**src/rtl/reg_rename_map.sv**
```systemverilog
module reg_rename_map #(
  parameter int NLOG  = 8,
  parameter int NPHYS = 16
) (
  input  logic                       clk,
  input  logic                       rst_n,
  input  logic                       in_valid,
  input  logic [$clog2(NLOG)-1:0]    src_a,
  input  logic [$clog2(NLOG)-1:0]    src_b,
  input  logic [$clog2(NLOG)-1:0]    dst,
  input  logic                       dst_valid,
  output logic                       ready,
  output logic [$clog2(NPHYS)-1:0]   phys_a,
  output logic [$clog2(NPHYS)-1:0]   phys_b,
  output logic [$clog2(NPHYS)-1:0]   phys_dst,
  output logic [$clog2(NPHYS)-1:0]   old_dst,
  input  logic                       free_valid,
  input  logic [$clog2(NPHYS)-1:0]   free_tag
);
  localparam int PW = $clog2(NPHYS);
  localparam int CW = $clog2(NPHYS + 1);
  localparam int NFREE = NPHYS - NLOG;

  logic [NLOG-1:0][PW-1:0]  map_q;
  logic [NPHYS-1:0][PW-1:0] fifo_q;
  logic [PW-1:0]            head_q, tail_q;
  logic [CW-1:0]            count_q;
  logic                     alloc;

  function automatic logic [PW-1:0] wrap_inc(input logic [PW-1:0] p);
    return (p == PW'(NPHYS - 1)) ? '0 : p + 1'b1;
  endfunction

  assign ready    = !(dst_valid && count_q == '0);
  assign alloc    = in_valid && ready && dst_valid;
  assign phys_a   = map_q[src_a];
  assign phys_b   = map_q[src_b];
  assign old_dst  = map_q[dst];
  assign phys_dst = fifo_q[head_q];

  always_ff @(posedge clk) begin
    if (!rst_n) begin
      for (int i = 0; i < NLOG; i++) map_q[i] <= PW'(i);
      for (int k = 0; k < NPHYS; k++) fifo_q[k] <= (k < NFREE) ? PW'(NLOG + k) : '0;
      head_q  <= '0;
      tail_q  <= PW'(NFREE % NPHYS);
      count_q <= CW'(NFREE);
    end else begin
      if (alloc) begin
        map_q[dst] <= phys_dst;
        head_q     <= wrap_inc(head_q);
      end
      if (free_valid) begin
        fifo_q[tail_q] <= free_tag;
        tail_q         <= wrap_inc(tail_q);
      end
      count_q <= count_q + CW'(free_valid) - CW'(alloc);
    end
  end

  p_new_tag_seen_r4: assert property (@(posedge clk) disable iff (!rst_n)
    alloc |=> (!in_valid || src_a != $past(dst) || phys_a == $past(phys_dst)));

  p_stall_holds_map_r7: assert property (@(posedge clk) disable iff (!rst_n)
    (in_valid && !ready) |=> $stable(map_q));

  p_pop_one_r3: assert property (@(posedge clk) disable iff (!rst_n)
    (alloc && !free_valid) |=> count_q == $past(count_q) - 1'b1);

  p_distinct_tag_r5: assert property (@(posedge clk) disable iff (!rst_n)
    alloc |-> phys_dst != old_dst);

  p_idle_no_change_r10: assert property (@(posedge clk) disable iff (!rst_n)
    (!in_valid && !free_valid) |=> ($stable(map_q) && $stable(count_q)));

  always_ff @(posedge clk)
    if (rst_n) p_no_overflow_r9: assert (count_q <= CW'(NPHYS));
endmodule

```
**config.mk**
```make
export PLATFORM = sky130hd
export DESIGN_NAME = reg_rename_map
export DESIGN_NICKNAME = d
export VERILOG_FILES = /design/src/rtl/reg_rename_map.sv
export SDC_FILE = /design/constraint.sdc
export NUM_CORES = 1
export LEC_CHECK = 0
export CORE_AREA = 2 2 98 119
export CTS_CLUSTER_DIAMETER = 80
export DETAILED_ROUTE_END_ITERATION = 7
export DIE_AREA = 0 0 100 121
export DONT_BUFFER_PORTS = 1
export HOLD_SLACK_MARGIN = 0.08
export PLACE_DENSITY_LB_ADDON = 0.25
export SYNTH_ARGS = -nofsm -noshare
export SYNTH_HDL_FRONTEND = slang
export SYNTH_SLANG_ARGS = --single-unit
```
**constraint.sdc**
```tcl
create_clock -name clk -period 2.92 [get_ports clk]
set_input_delay 0.584 -clock clk [delete_from_list [all_inputs] [get_ports clk]]
set_output_delay 0.584 -clock clk [all_outputs]
set_load 0.01 [all_outputs]
```
==> impl_results.md <==
- Status: finished clean
- Slowest CP cell: or4b_4
- Clk root buf: clkbuf_16
- Mapped cell area: 0.00587 mm^2
- Max Slew Vio Count: 0
- Yosys reg bits: roughly 110
- Die ar.: approximately 0.012 mm^2
- WS Path Type: reg2reg
- Register area: 0.00218 mm^2
- Number of distinct library cells after synthesis: 49
- Hold Slack: 309 ps
- Commonest non-fill, non-tap cell in the layout: dfxtp_1
- Synth area leader: dfxtp_1
- Hold Vio Cnt, Final: 0
- Worst Path Max Fanout: 3
- CTS max path bufs: 2
- Max-slew headroom: 0.380
- Worst hold path class: in2reg
- Top Usage Layer GRT: met2
- Gr usage total: 0.225
- Initial core utilization: 0.537
- CTS tree: done
- First-pass detailed-route iteration total: 6
- Vias per cell: 6.22
- FP Rows: 42
- Commonest cells after routing, fill and taps aside: 108 x dfxtp_1, 98 x nand2_1, 87 x nand3_1, 42 x a21boi_1, 41 x mux2i_1
- Largest net degree at the start of global routing: 110
- Sequential area share after synthesis: 0.372
- Gr ovfl total: 0
- Nets: roughly 590
- Met1 Resource Use GR: 0.272
- LEAKAGE: around 0.0023 uW
- Cells after Synth: 598
- Synth warn: 0
- Non-Filler Instances: 695
- Iter 0 DRT Violations: 370
- CP peak stage delay: about 460 ps
- Slew @ Worst Pin: 922 ps
- Die height: 121 um
- Share of cells above drive strength 1: 0.140
- GR Layer Usage met2: 0.392
- Worst-path cell chain: inv_2, ha_2, or4b_4, and2_4, ha_1, inv_1, ha_2, fa_2, a21oi_2, nor2_1, or3_1, and3_1
- FMAX: 357 MHz
- Most used cell, CP: ha_2
- # DRC: 0
- Area grow syn2layout: 4.05%
- Pwr dens: approximately 530 mW/mm^2
- Placed insts: 678
- Final setup viols: 0
- First-pass GRT wire length: 21300 um
- Critical Path Source Type: flip-flop
- Clock skew: 9.71 ps
- EDFF count, synth: 0
- CP required: about 3200 ps
- Worst path setup slack after routing: 119 ps
- Minimum clock period after layout: about 2800 ps
- Port bufs: 0
- RSZ-0062 raised after global routing: false
- Syn_nets: 628
- Fillers: 965
- IO Count: 35
- Max rail drop VDD: 265 uV
- Grt met3 use: 0.0259
- Die W: 100 um
- Crit path DAT: 3050 ps
- Core ar.: 0.0109 mm^2
- Asr flop ratio synth: 0
- Syn avg cell area: 9.81 um^2
- Synth top area share: 0.372
- DR WL/cell: about 19 um
- Crit share post-route: 0.959
- ANT nets after route: 0
- Inserted Clock Buffers: 9
- Setup WS pre-CTS: 37.9 ps
- Htree depth: 3
- Total of max-cap violations: 0
- Synth Flop Type: dfxtp_1
- DP HPWL: 9180 um
- Clock sink count: 109
- Routed WL: roughly 13000 um
- Worst skew pair latency: 350 ps
- Antenna violations before repair: 0
- Number of global-route vias before repair: 4092
- Clock-pin slew on the worst setup and hold paths: ~70 ps
- Antenna cell count: 0
- Final core utilization: 0.558
- Routability Congestion: 0.869
- Area of the multi-input gates: 0.00335 mm^2
- Top cells by area, synth: dfxtp_1 37%, mux4_2 11%, nand3_1 7.4%
- Crit. End Element: flip-flop
- DR vias: 4322
[worst max-delay path, delay by kind of cell, from the launching register on]
kind                       cells  cell delay [ps]
AOI/OAI and AO/OA              1              140
buffers and inverters          2              100
DFF                            1              330
adders and majority gates      4              940
and+or+nand+nor                5             1190
[Yosys cell counts (8+ instances only)]
cell type  count
nand3_1       87
clkbuf_1      44
mux2i_1       41
ha_1          11
inv_1          8
nor2b_1       26
mux4_2        29
dfxtp_1      109
mux2_2        10
a21boi_1      42
and2_1        10
nand2_1       98
mux4_1         9
[final cells by class]
class                   count  area share
clock buffers              10      0.0375
flip-flops and latches    109       0.358
repair buffers              9      0.0131
well taps                 132      0.0271
inverters                   8     0.00492
clock inverters             6      0.0102
multi-input cells         421       0.549
[through the flow]
stage | total power [uW] | setup TNS (ps) | area [um^2]
floorplan | 2020 | -0.272 | 5880
global placement | 2030 | 0 | 5800
detailed placement | 2050 | 0 | 5800
CTS | 3250 | 0 | 6090
global route | 3390 | 0 | 6100
finish | 3240 | 0 | 6100
[report_power, final]
group          total (uW)  internal (uW)  switching [uW]
Clock                1210            666             547
Sequential           1580           1530            45.4
Combinational         452            236             217
Total                3240           2440             809
[per-layer routing]
layer  part of all wire  vias to the layer above
met1               0.40                     2129
li1                   -                     2043
met3              0.047                       27
met2               0.52                      123
met5                  0                        -
met4              0.033                        0
[sequential cells by signal, summed over array words and instances (netlist names)]
register	cells
head_q	4
fifo_q	64
count_q	5
tail_q	4
map_q	32
[kinds of logic after synthesis]
family,share of synthesized area
buffers and inverters,0.0593
AND/OR/NAND/NOR,0.210
flip-flops,0.372
adder cells (fa/ha/maj),0.0269
multiplexers,0.243
AO/OA/AOI/OAI,0.0821
XOR/XNOR,0.00746
[worst paths after layout]
| check | from | to | depth (start not counted) | slack, ps |
|---|---|---|---|---|
| worst min-delay path | rst_n | map_q[25]$_SDFFE_PN1P_ | 1 | 310 |
| worst max register to register | count_q[2]$_SDFF_PN0_ | count_q[4]$_SDFF_PN0_ | 12 | 120 |
| worst max-delay path | count_q[2]$_SDFF_PN0_ | count_q[4]$_SDFF_PN0_ | 12 | 120 |
| worst min register to register | fifo_q[21]$_SDFFE_PN0P_ | fifo_q[21]$_SDFFE_PN0P_ | 2 | 450 |
[repair_timing]
action,CTS,global route
buffers inserted,0,1
endpoints found under the setup margin,0,1
resized for setup,0,7
hold buffers,0,0
Note: power is estimated with default switching activity, not from simulation.
